File: src/rtl/rsm_pkg.sv
// Shared constants and types for the symbol correction byte mapper.
// Assumes 12-bit symbols and an 8-bit page buffer with the spare area
// placed directly after the data area.
package rsm_pkg;
    localparam int SYM_W   = 12;
    localparam int BYTE_W  = 8;
    localparam int MAX_POS = 1374;
    localparam int POS_W   = $clog2(MAX_POS + 1);
    localparam int ADDR_W  = $clog2((3 * MAX_POS) / 2 + 2);

    // One symbol's effect on the buffer: up to two byte XOR updates.
    typedef struct packed {
        logic [ADDR_W-1:0] addr0;
        logic [ADDR_W-1:0] addr1;
        logic [BYTE_W-1:0] mask0;
        logic [BYTE_W-1:0] mask1;
        logic              pair;
        logic              bad;
    } byte_op_t;

    typedef enum logic [1:0] {ST_IDLE, ST_CHECK, ST_READ, ST_WRITE} seq_st_t;
endpackage

File: src/rtl/rsm_syn_unpack.sv
// Splits packed syndrome words into 12-bit syndromes, two per word.
// Low syndrome from bits 11:0, high one from bits 27:16; the rest is unused.
module rsm_syn_unpack
    import rsm_pkg::*;
#(
    parameter int SYN_WORDS = 4
) (
    input  logic [32*SYN_WORDS-1:0]      syn_words,
    output logic [2*SYM_W*SYN_WORDS-1:0] syn_out
);
    logic [SYN_WORDS-1:0] unused_bits;

    for (genvar k = 0; k < SYN_WORDS; k++) begin : g_word
        assign syn_out[(2*k)*SYM_W +: SYM_W]   = syn_words[32*k +: SYM_W];
        assign syn_out[(2*k+1)*SYM_W +: SYM_W] = syn_words[32*k+16 +: SYM_W];
        assign unused_bits[k] = ^{syn_words[32*k+12 +: 4], syn_words[32*k+28 +: 4]};
    end
endmodule

File: src/rtl/rsm_pos_map.sv
// Converts one (position, pattern) pair into byte addresses and XOR masks.
// Addressing is unified: spare bytes continue after data byte 2047, so the
// split symbol and spare-area symbols need no separate path.
module rsm_pos_map
    import rsm_pkg::*;
(
    input  logic [POS_W-1:0] pos,
    input  logic [SYM_W-1:0] pat,
    output byte_op_t         op
);
    logic [POS_W+1:0]  trip;
    logic [ADDR_W-1:0] half;
    logic              unused_lsb;

    assign trip       = {2'b00, pos} + {1'b0, pos, 1'b0};
    assign half       = ADDR_W'(trip >> 1);
    assign unused_lsb = trip[0];

    // Select alignment rule: zero, odd or even position.
    always_comb begin
        op.bad = (int'(pos) > MAX_POS);
        if (pos == '0) begin
            op.addr0 = '0;
            op.addr1 = '0;
            op.mask0 = pat[7:0];
            op.mask1 = '0;
            op.pair  = 1'b0;
            op.bad   = op.bad | (pat[11:8] != 4'h0);
        end else if (pos[0]) begin
            op.addr0 = half;
            op.addr1 = half + ADDR_W'(1);
            op.mask0 = pat[11:4];
            op.mask1 = {pat[3:0], 4'h0};
            op.pair  = 1'b1;
        end else begin
            op.addr0 = half - ADDR_W'(1);
            op.addr1 = half;
            op.mask0 = {4'h0, pat[11:8]};
            op.mask1 = pat[7:0];
            op.pair  = 1'b1;
        end
    end
endmodule

File: src/rtl/rsm_seq.sv
// Sequencer: validates all active slots first, then performs two-cycle
// read-modify-write updates in slot order. Assumes RAM read data is valid
// one cycle after the address.
module rsm_seq
    import rsm_pkg::*;
#(
    parameter int NUM_ERR = 4,
    parameter int CNT_W   = $clog2(NUM_ERR + 1) + 1,
    parameter int IDX_W   = (NUM_ERR > 1) ? $clog2(NUM_ERR) : 1
) (
    input  logic              clk,
    input  logic              rst_n,
    input  logic              start,
    input  logic              ecc_flag,
    input  logic [CNT_W-1:0]  err_cnt,
    input  byte_op_t          ops [NUM_ERR],
    input  logic [BYTE_W-1:0] mem_rdata,
    output logic [ADDR_W-1:0] mem_addr,
    output logic              mem_we,
    output logic [BYTE_W-1:0] mem_wdata,
    output logic              busy,
    output logic              done,
    output logic              fail,
    output logic [CNT_W-1:0]  fix_cnt
);
    seq_st_t          state;
    logic [IDX_W-1:0] idx;
    logic             hi;
    logic [CNT_W-1:0] cnt_q;
    logic             gate_q;
    logic             reject;
    logic             last;
    byte_op_t         cur;

    // Page is rejected if the count is too large or any active slot is bad.
    always_comb begin
        reject = (cnt_q > CNT_W'(NUM_ERR));
        for (int i = 0; i < NUM_ERR; i++)
            if (CNT_W'(i) < cnt_q && ops[i].bad) reject = 1'b1;
    end

    // Current byte operation and RAM drive.
    always_comb begin
        cur       = ops[idx];
        last      = ((CNT_W'(idx) + CNT_W'(1)) == cnt_q);
        mem_addr  = hi ? cur.addr1 : cur.addr0;
        mem_we    = (state == ST_WRITE);
        mem_wdata = mem_rdata ^ (hi ? cur.mask1 : cur.mask0);
        busy      = (state != ST_IDLE);
    end

    // Main control: accept, check, then step through reads and writes.
    always_ff @(posedge clk) begin
        if (!rst_n) begin
            state   <= ST_IDLE;
            idx     <= '0;
            hi      <= 1'b0;
            cnt_q   <= '0;
            gate_q  <= 1'b0;
            done    <= 1'b0;
            fail    <= 1'b0;
            fix_cnt <= '0;
        end else begin
            done <= 1'b0;
            case (state)
                ST_IDLE: if (start) begin
                    cnt_q   <= err_cnt;
                    gate_q  <= ecc_flag;
                    fail    <= 1'b0;
                    fix_cnt <= '0;
                    idx     <= '0;
                    hi      <= 1'b0;
                    state   <= ST_CHECK;
                end
                ST_CHECK: begin
                    if (reject) begin
                        fail  <= 1'b1;
                        done  <= 1'b1;
                        state <= ST_IDLE;
                    end else if (!gate_q || cnt_q == '0) begin
                        done  <= 1'b1;
                        state <= ST_IDLE;
                    end else begin
                        state <= ST_READ;
                    end
                end
                ST_READ: state <= ST_WRITE;
                ST_WRITE: begin
                    if (!hi && cur.pair) begin
                        hi    <= 1'b1;
                        state <= ST_READ;
                    end else if (last) begin
                        done    <= 1'b1;
                        fix_cnt <= cnt_q;
                        state   <= ST_IDLE;
                    end else begin
                        idx   <= idx + IDX_W'(1);
                        hi    <= 1'b0;
                        state <= ST_READ;
                    end
                end
                default: state <= ST_IDLE;
            endcase
        end
    end
endmodule

File: src/rtl/rs_sym_fixer.sv
// Top: latches the error pairs on an accepted request, maps each to byte
// operations, and runs the read-modify-write sequencer. Syndrome unpacking
// is purely combinational and independent of the sequencer.
module rs_sym_fixer
    import rsm_pkg::*;
#(
    parameter int NUM_ERR   = 4,
    parameter int SYN_WORDS = 4,
    parameter int CNT_W     = $clog2(NUM_ERR + 1)
) (
    input  logic                         clk,
    input  logic                         rst_n,
    input  logic                         start,
    input  logic                         ecc_flag,
    input  logic [CNT_W-1:0]             err_cnt,
    input  logic [POS_W*NUM_ERR-1:0]     err_pos,
    input  logic [SYM_W*NUM_ERR-1:0]     err_pat,
    input  logic [32*SYN_WORDS-1:0]      syn_words,
    output logic [2*SYM_W*SYN_WORDS-1:0] syn_out,
    output logic [ADDR_W-1:0]            mem_addr,
    output logic                         mem_we,
    output logic [BYTE_W-1:0]            mem_wdata,
    input  logic [BYTE_W-1:0]            mem_rdata,
    output logic                         busy,
    output logic                         done,
    output logic                         fail,
    output logic [CNT_W-1:0]             fix_cnt
);
    logic [POS_W-1:0] pos_q [NUM_ERR];
    logic [SYM_W-1:0] pat_q [NUM_ERR];
    byte_op_t         ops   [NUM_ERR];

    // Capture the pairs only when a request is accepted.
    always_ff @(posedge clk) begin
        if (!rst_n) begin
            for (int i = 0; i < NUM_ERR; i++) begin
                pos_q[i] <= '0;
                pat_q[i] <= '0;
            end
        end else if (start && !busy) begin
            for (int i = 0; i < NUM_ERR; i++) begin
                pos_q[i] <= err_pos[POS_W*i +: POS_W];
                pat_q[i] <= err_pat[SYM_W*i +: SYM_W];
            end
        end
    end

    for (genvar g = 0; g < NUM_ERR; g++) begin : g_map
        rsm_pos_map u_map (.pos(pos_q[g]), .pat(pat_q[g]), .op(ops[g]));
    end

    rsm_syn_unpack #(.SYN_WORDS(SYN_WORDS)) u_syn (
        .syn_words(syn_words),
        .syn_out  (syn_out)
    );

    rsm_seq #(.NUM_ERR(NUM_ERR), .CNT_W(CNT_W)) u_seq (
        .clk      (clk),
        .rst_n    (rst_n),
        .start    (start),
        .ecc_flag (ecc_flag),
        .err_cnt  (err_cnt),
        .ops      (ops),
        .mem_rdata(mem_rdata),
        .mem_addr (mem_addr),
        .mem_we   (mem_we),
        .mem_wdata(mem_wdata),
        .busy     (busy),
        .done     (done),
        .fail     (fail),
        .fix_cnt  (fix_cnt)
    );
endmodule

File: config.mk
export PLATFORM = sky130hd
export DESIGN_NAME = rs_sym_fixer
export DESIGN_NICKNAME = d
export VERILOG_FILES = /design/src/rtl/rsm_pkg.sv /design/src/rtl/rsm_syn_unpack.sv /design/src/rtl/rsm_pos_map.sv /design/src/rtl/rsm_seq.sv /design/src/rtl/rs_sym_fixer.sv
export SDC_FILE = /design/constraint.sdc
export NUM_CORES = 1
export LEC_CHECK = 0
export BUFFER_PORTS_ARGS = -buffer_cell sky130_fd_sc_hd__buf_2
export CAP_MARGIN = 15
export CORE_MARGIN = 3
export CORE_UTILIZATION = 30
export CTS_CLUSTER_SIZE = 16
export DETAILED_ROUTE_END_ITERATION = 7
export PLACE_DENSITY_LB_ADDON = 0.15
export REMOVE_ABC_BUFFERS = 1
export SYNTH_ARGS = -nofsm -noshare
export SYNTH_HDL_FRONTEND = slang
export SYNTH_HIERARCHICAL = 1
export SYNTH_SLANG_ARGS = --single-unit
File: constraint.sdc
create_clock -name clk -period 10.7 [get_ports clk]
set_clock_uncertainty 0.15 [all_clocks]
set_input_delay 3.21 -clock clk [delete_from_list [all_inputs] [get_ports clk]]
set_output_delay 3.21 -clock clk [all_outputs]
set_load 0.005 [all_outputs]
# --- After elaboration in Yosys (flattened, before gate mapping) ---
# Memories as Yosys holds them, arrays and structs flattened.
# Index checks and enable logic that the tools add are counted.
totals:
  register_bits: 14
  in_bits: 235
  ramBits: 92
  mem_count: 2
mem_list:
  columns: ["memory", "words", "width", "rd", "rd_clocked_by_memory_dff", "write_ports", "line_no", "source"]
  rows:
  - ["pat_q", 4, 12, 4, 0, 4, "rs_sym_fixer.sv:30", "logic [SYM_W-1:0] pat_q [NUM_ERR];"]
  - ["pos_q", 4, 11, 4, 0, 4, "rs_sym_fixer.sv:29", "logic [POS_W-1:0] pos_q [NUM_ERR];"]
classes:
  eq_ne: 10
  magnitude_cmp: 10
  n_bitwise: 14
  addsub: 14
  reduce_logical: 28
  n_mux: 58
op_table:
  columns: ["op", "count"]
  rows:
  - ["41-bit 2-to-1 mux", 8]
  - ["42-bit binary-select mux with 2-bit select", 1]
  - ["42-bit 2-to-1 mux", 2]
  - ["12-bit 2-to-1 mux", 5]
  - ["11-bit by 12-bit adder with 13-bit output", 4]
  - ["12-bit by 1-bit adder with 12-bit output (second input constant)", 4]
  - ["12-bit by 1-bit subtractor with 12-bit output (second input constant)", 4]
  - ["11-bit greater-than comparator (second input constant)", 4]
  - ["11-bit logical NOT", 4]
  - ["11-bit 2-to-1 mux", 4]
  - ["1-bit 2-to-1 mux", 20]
  - ["2-bit 2-to-1 mux", 8]
  - ["4-bit nonzero test", 4]
  - ["1-bit bitwise OR", 12]
  - ["3-bit 2-to-1 mux", 3]
  - ["8-bit 2-to-1 mux", 1]
  - ["2-bit one-hot mux with 4 select lines", 1]
  - ["4-bit AND reduction", 2]
  - ["8-bit bitwise XOR", 1]
  - ["1-bit logical AND", 6]
  - ["1-bit by 3-bit less-than comparator with 1-bit output (first input constant)", 2]
  - ["2-bit by 3-bit less-than comparator with 1-bit output (first input constant)", 2]
  - ["2-bit inequality test (second input constant)", 3]
  - ["1-bit one-hot mux with 2 select lines", 3]
  - ["19 further kinds", 26]

# --- Depth between registers and ports, before layout ---
# Gate-level depths: netlist of run 1.
depth:
  word_depth: 10
  depth_mapped: 13

# --- Modules after synthesis ---
# Netlist of run 1, hierarchy kept.
by_module_without_submodules:
  columns: ["module", "instances", "cells_per_inst", "area_each_um2", "seq_area_each_um2"]
  rows:
  - ["rsm_pos_map (g_map[0].u_map ...)", 3, 227, 1621.6, 0.0]
  - ["rs_sym_fixer", 1, 206, 3543.4, 2762.6]
  - ["rsm_seq", 1, 180, 2109.5, 280.3]
  - ["rsm_pos_map (g_map[1].u_map)", 1, 218, 1483.9, 0.0]
  - ["rsm_syn_unpack", 1, 96, 720.7, 0.0]

# --- Worst setup path before layout of run 1 ---
# Ideal clock, no wire load.
synth_timing:
  path_type: "register -> output"
  start: "memory pos_q[0][12] (netlist bit)"
  end: "output port mem_addr[11]"
  slack_ns: 3.899
  stages_incl_launch_ff: 13
  t_arrival_ns: 3.441
  path_buffers: 1
  path_cell_list: "edfxtp_1 -> ha_1 -> fa_1 -> a21oi_1 -> o221ai_2 -> and3_4 -> or3_1 -> buf_2 -> or3_4 -> nor3_2 -> mux2i_1 -> mux4_2 -> mux2_2"
synth_rtl:
  columns: ["element", "line_no", "source"]
  rows:
  - ["start: declaration", "rs_sym_fixer.sv:29", null]
  - ["end: declaration", "rs_sym_fixer.sv:20", "output logic [ADDR_W-1:0] mem_addr,"]

==> results.txt, run 1 <==
----------------------------------------------------
[STA]
  RSZ-0062 raised after global routing ... false
  Worst Max-Slew Pin Slew ... between 1 and 1.5 ns
  Final setup violation count ... 0
  Setup TNS after final layout ... 0 ns
  Hold violation total from the final report ... 0
  Min cycle time layout ... about 8.0 ns
  Fmax ... 125 MHz
  Final max-slew violation count ... 0
  Tcrit/Tclk final ... around 75%
  Worst Setup Slack, final ... 2.70 ns
  Worst-case hold slack ... between 0.3 and 0.4 ns
  Worst max-slew margin expressed relative to the limit ... 29.1%

[Global routing]
  Met2 capacity usage during global routing ... between 20% and 30%
  Number of antenna violations at the first check in global routing ... 0
  Wire length of the first global-routing pass ... between 60 and 70 mm
  Most utilized layer in the global route result ... met2
  Total overflow reported by the global router ... 0
  Overall global routing resource usage ... between 20% and 30%
  Met3 Resource Use GR ... around an eighth
  Via count of the first global-routing pass ... approximately 9.8k
  Met1 routing resource usage after global routing ... between 20% and 30%
  Largest net degree at the start of global routing ... between 60 and 70

[Clocking]
  Max clock buf depth ... 2
  CTS root buffer ... clkbuf_16
  Post-cts repair resize count ... 0
  Clk_lat worst skew ... between 0.3 and 0.4 ns
  Clock tree from TritonCTS ... built
  Post-CTS Hold Fix Bufs ... 0
  Clock-pin slew on the worst setup and hold paths ... around 0.08 ns
  Clock buffer count from CTS ... 9
  Max H-tree Level ... 3
  Post CTS Setup Buffer Count ... 0
  Clock net sink count ... between 100 and 150

[Yosys]
  Syn Std Cell Area ... 12,700 sq um
  Synthesized-area fraction occupied by ao, oa, aoi and oai cells ... a little under a tenth
  Fraction of the yosys area taken by sequential cells ... 23.9%
  Mean post-synth cell area ... roughly 9.2 sq um
  Combinational family with the most area after synthesis ... simple AND/OR/NAND/NOR gates
  Post-synthesis sequential element count ... 106
  Count of flip-flops with a built-in enable after synthesis ... 92
  Share of synthesized area spent on multiplexers ... ~14%
  Simple-gate area share of the yosys netlist ... roughly a quarter
  Main flop type after synthesis ... edfxtp_1
  Proportion of register bits with asynchronous set or reset after synthesis ... 0%
  Number of warning messages in the yosys log ... 6
  Area share of xor/xnor cells in the synthesized design ... 7.10%
  Instance count of the mapped netlist ... around 1.4k
  Netlist cell types ... 82
  Adder-cell share of the synthesized area ... 11.0%

[Die]
  Placeable core region ... slightly above 40,000 sq um
  Overall die height ... about 210 microns
  Die area ... 44,900 sq um
  Placement Rows ... 74
  Initial core utilization ... around 31%
  Number of top-level pins ... about 360
  Die Wd ... about 210 microns

[Routing]
  Detailed-routing iteration count for the pre-antenna-repair pass ... 5
  Number of nets still failing antenna checks after routing ... 0
  Sum of routed wire length over all layers ... 47.1 mm
  Number of DRC violations after detailed routing ... 0
  Iteration-0 DRC count of the detailed router ... approximately 730
  Total vias in the final route ... ~10k
  Post-detailed-route via-to-cell ratio ... roughly 5.3
  Routed wirelength normalized by instance count ... approximately 25 microns

[Power and ir drop]
  Power density cells ... roughly 230 nW/um^2
  Worst vdd ir ... between 80 and 90 uV
  Standby leakage power ... 0.00598 uW

[Min path]
  Min-Delay Path Depth ... 2
  Hold path start ... u_seq/fix_cnt[0]$_SDFFE_PN0P_
  Worst hold path class ... reg -> reg

[Setup path]
  FF-to-FF Start ... pos_q[0][33]$_SDFFCE_PN0P_
  Worst setup path startpoint ... pos_q[0][33]$_SDFFCE_PN0P_
  Kind of end point of the critical path ... primary output
  Depth of the most critical reg-to-reg path ... 10
  Worst Setup Path Type ... reg -> out
  Required time worst endpoint ... 7.34 ns
  Worst EP arrival ... roughly 4.6 ns
  Worst setup SP type ... flop
  Worst-case register-to-register setup slack ... approximately 6.6 ns
  Largest driver fanout on the critical path ... 24

[Final layout]
  Fraction of layout cells with a size suffix above 1 ... approximately 22%
  Nets ... roughly 1.7k
  Final cell count without fillers ... about 1.9k
  Area added between synthesis and finish ... 5.23%
  Most frequent standard cell in the layout excluding fill and tap cells ... buf_2
  Count of filler cells inserted in the layout ... 4,294
  Leading cell types in the layout, fill and taps excluded ... 133 x buf_2, 120 x and3_1, 111 x nand2_1, 105 x ha_1, 104 x nor2_1

[Place]
  I/O Buffers ... roughly 130
  Placed instance count ... between 1.5k and 2k
  Setup WS pre-CTS ... approximately 3.2 ns
  Final GP Congestion ... ~0.88
  Final HPWL DP ... between 30 and 40 mm

[Run]
  Max Cap Violations ... 0

[Run status]
  Result of the run ... finished clean

----------------------------------------------------
[synth_stat cells, drive strengths merged, types with 41 or more instances]
cell | count | area, sq um
mux2i | 71 | 711
and3 | 127 | 818
xnor2 | 51 | 484
buf | 125 | 963
xor2 | 41 | 419
nor2 | 105 | 397
a21oi | 43 | 238
edfxtp | 92 | 2760
inv | 84 | 315
ha | 105 | 1310
nand2 | 111 | 417
[final cells by class]
cell class	count	area [sq um]	area share [%]
Tap cell	532	666	4.97
Clock buffer	9	225	1.68
Clock inverter	7	85.1	0.636
Inverter	84	315	2.36
Antenna cell	1	2.50	0.0187
Multi-Input combinational cell	1032	8280	61.8
Timing Repair Buffer	147	771	5.76
Sequential cell	106	3050	22.7
[routing by layer]
| layer | vias up | share of wire, % |
|---|---|---|
| met5 | - | 0.85 |
| met4 | 8 | 1.1 |
| met3 | 30 | 13 |
| met2 | 357 | 39 |
| met1 | 4805 | 45 |
| li1 | 4878 | - |
[per-stage QoR]
stage          util, %  power, uW  instance area (sq um)
6_report          32.3       3140                  13400
3_5_place_dp      31.6       2780                  13100
5_1_grt           32.3       3410                  13400
3_3_place_gp      31.6       2770                  13100
4_1_cts           32.3       3170                  13400
2_1_floorplan        -       2170                  11600
[worst paths after layout]
kind	to
worst min register to register	u_seq/fix_cnt[0]$_SDFFE_PN0P_
worst max-delay path	mem_addr[10]
worst min-delay path	u_seq/fix_cnt[0]$_SDFFE_PN0P_
worst max register to register	u_seq/done$_SDFF_PN0_
[report_power, final]
group | switching (uW) | internal, uW | total [uW]
clock | 181 | 187 | 368
combinational | 1220 | 866 | 2080
sequential | 112 | 578 | 689
total | 1510 | 1630 | 3140
[state kept, by name (all words and copies together), names as in the netlist]
name and cells:
u_seq/fail 1, u_seq/fix_cnt 3, u_seq/cnt_q 3, u_seq/idx 2, u_seq/hi 1, u_seq/done 1, pat_q 48, u_seq/gate_q 1
u_seq/state 2, pos_q 44
[cell families (layout without fill, tap and decap cells)]
group,Yosys count,after routing
muxes,125,125
buffers and inverters,243,247
AOI/OAI and AO/OA,158,158
xor gates and xnor gates,92,92
and+or+nand+nor,548,548
other,0,1
DFF,106,106
adders and majority gates,109,109
[worst max-delay path, stage by stage, from the launching register on]
cell and delay, ns:
edfxtp_1 0.96, ha_1 0.31, fa_1 0.51, inv_1 0.10
ha_1 0.14, inv_1 0.04, or3_1 0.38, nor3_1 0.37
and2_1 0.22, nand2_1 0.08, mux2i_1 0.19, mux4_2 0.48
mux2_2 0.32, buf_2 0.14
(Power assumes the default switching activity.)
==> run 2: changes to the inputs <==
- clock period: 10.7 -> 6.4 ns (I/O delays scaled with it)
==> run 2 against run 1 <==
Net effect:
- core utilization increased by 0.15 points
- via count increased by 0.32%
- critical endpoint is now mem_addr[8]
- first-iteration DRC count increased by 2.2%
==> results.txt, run 2 (same netlist as run 1, synthesis figures left out) <==
----------------------------------------------------
[Final layout]
  Fraction of layout cells with a size suffix above 1 ... about 23%
  Area added between synthesis and finish ... 5.72%
  Antenna diode count ... 0
  Leading cell types in the layout, fill and taps excluded ... 133 x buf_2, 120 x and3_1, 111 x nand2_1, 105 x ha_1, 104 x nor2_1
  Flip-flop count of the largest register after layout ... 48
  Nets ... around 1.7k
  Registers with the most flip-flops ... pat_q: 48 flops, pos_q: 44 flops
  Most frequent standard cell in the layout excluding fill and tap cells ... buf_2
  Largest reg by FF count ... pat_q
  Final design utilization ... between 30% and 40%

[STA]
  RSZ-0062 raised after global routing ... false
  Tcrit/Tclk final ... 96.7%
  Worst Max-Slew Pin Slew ... 0.998 ns
  Setup TNS after final layout ... 0 ns
  Fmax ... around 160 MHz
  Final setup violation count ... 0
  Final max-slew violation count ... 0
  Hold violation total from the final report ... 0
  Worst max-slew margin expressed relative to the limit ... 32.9%
  Min cycle time layout ... 6.19 ns

[Die]
  Placeable core region ... 41,400 sq um
  Placement Rows ... 74
  Die Wd ... 212 microns
  Number of top-level pins ... between 300 and 400
  Die area ... ~45,000 sq um
  Overall die height ... ~210 microns
  Initial core utilization ... a little under a third

[Clocking]
  Clock buffer count from CTS ... 9
  Max H-tree Level ... 3
  Clock-pin slew on the worst setup and hold paths ... roughly 0.08 ns
  Post-CTS Hold Fix Bufs ... 0
  Clk_lat worst skew ... between 0.3 and 0.4 ns
  Max clock buf depth ... 2
  Clock net sink count ... approximately 110
  CTS root buffer ... clkbuf_16
  Clock tree from TritonCTS ... built

[Run status]
  Result of the run ... finished clean

[Setup path]
  Slowest cell on the critical path ... fa_1
  Worst-case register-to-register setup slack ... roughly 2.5 ns
  Worst Setup Path Type ... reg -> out
  Worst EP arrival ... around 4 ns
  Logic depth of the worst path, buffers included ... 13
  Kind of end point of the critical path ... primary output
  Required time worst endpoint ... between 4 and 5 ns
  Worst setup SP type ... flop
  Peak per-stage delay on the critical path ... roughly 0.57 ns
  Largest driver fanout on the critical path ... 6
  Delay-heaviest family, CP ... simple AND/OR/NAND/NOR gates
  Crit-path cells ... ha_1 -> fa_1 -> inv_1 -> ha_1 -> inv_1 -> or3_1 -> nor3_1 -> and4_1 -> xnor2_1 -> nor2_1 -> mux4_2 -> mux2_2 -> buf_2
  Worst path buffer plus inverter count ... 3
  Depth of the most critical reg-to-reg path ... 11

[Place]
  Final HPWL DP ... about 37 mm
  Final GP Congestion ... between 0.8 and 0.9
  I/O Buffers ... around 130

[Global routing]
  Number of antenna violations at the first check in global routing ... 0
  Largest net degree at the start of global routing ... 93
  Wire length of the first global-routing pass ... approximately 69 mm
  Overall global routing resource usage ... a little over a fifth
  Total overflow reported by the global router ... 0
  Via count of the first global-routing pass ... roughly 10k

[Min path]
  Min-Delay Path Depth ... 2
  Worst hold path class ... reg -> reg

[Power and ir drop]
  Worst vdd ir ... between 100 and 150 uV
  Power density cells ... a little under 400 nW/um^2
  Standby leakage power ... approximately 0.0060 uW
  Post-layout power ... around 5300 uW

[Routing]
  Iteration-0 DRC count of the detailed router ... ~740
  Post-detailed-route via-to-cell ratio ... approximately 5.3
  Number of nets still failing antenna checks after routing ... 0
  Routed wirelength normalized by instance count ... 24.8 microns
  Detailed-routing iteration count for the pre-antenna-repair pass ... 5
  Sum of routed wire length over all layers ... between 40 and 50 mm
  Total vias in the final route ... just over 10k
  Number of DRC violations after detailed routing ... 0

[Run]
  Max Cap Violations ... 0

----------------------------------------------------
[run 2: changes by cell type in the layout (fill, tap and decap cells not counted), moves of 2 or more]
cell | before | now
buf_4 | 14 | 18
clkinv_8 | 0 | 2
inv_6 | 0 | 3
inv_8 | 3 | 0
xor2_1 | 33 | 31
xor2_2 | 8 | 10
[run 2: area by class of cell]
cell class                 instances  area (sq um)
fill                            4336         27900
multi-input combinational       1032          8310
sequential                       106          3050
timing repair buffer             152           812
tap                              532           666
inverter                          84           315
clock buffer                       9           225
clock inverter                     7          73.8
[run 2: metal layers]
metal  wire (microns)  global-route usage [%]  vias to the layer above  share of wire [%]
met4              398                    3.39                       10               0.84
met1            21600                    27.8                     4844                 45
met5              371                    6.36                        -               0.78
met3             6230                    12.8                       28                 13
li1                 -                       -                     4862                  -
met2            19000                    29.1                      366                 40
[run 2: final timing paths]
path / start / to
max: pos_q[0][23]$_SDFFCE_PN0P_ / mem_addr[8]
max reg2reg: pos_q[0][22]$_SDFFCE_PN0P_ / u_seq/done$_SDFF_PN0_
min: u_seq/fix_cnt[0]$_SDFFE_PN0P_ / u_seq/fix_cnt[0]$_SDFFE_PN0P_
min reg2reg: u_seq/fix_cnt[0]$_SDFFE_PN0P_ / u_seq/fix_cnt[0]$_SDFFE_PN0P_
[run 2: per-stage QoR]
stage | cells | area [sq um] | setup WS, ns | hold slack, ns
finish | 1922 | 13500 | 0.212 | 0.303
global route | 1922 | 13500 | 0.0109 | 0.332
detailed placement | 1904 | 13100 | 0.465 | 0.291
global placement | 1904 | 13100 | 0.467 | 0.293
floorplan | 1222 | 11600 | 0.588 | 0.295
CTS | 1920 | 13400 | 0.0225 | 0.302
[run 2: what timing repair did]
item,in CTS,in global routing
endpoints found under the setup margin,0,5
buffers inserted,0,2
resized for setup,0,7
endpoints found under the hold margin,0,0
[run 2: power by group]
| group | internal, uW | total [uW] | leakage [uW] | switching [uW] |
|---|---|---|---|---|
| Clock | 275 | 580 | 0.000139 | 304 |
| Combinational | 1460 | 3530 | 0.00475 | 2070 |
| Sequential | 965 | 1140 | 0.00111 | 179 |
[run 2: worst reg2reg max path: stages, from the launching register on]
cell,delay [ns]
edfxtp_1,0.37
buf_6,0.24
inv_1,0.23
ha_1,0.25
and3_1,0.16
buf_4,0.24
inv_1,0.54
o22ai_1,0.43
or4b_1,0.59
mux2i_1,0.24
a31oi_1,0.14
o21a_1,0.19
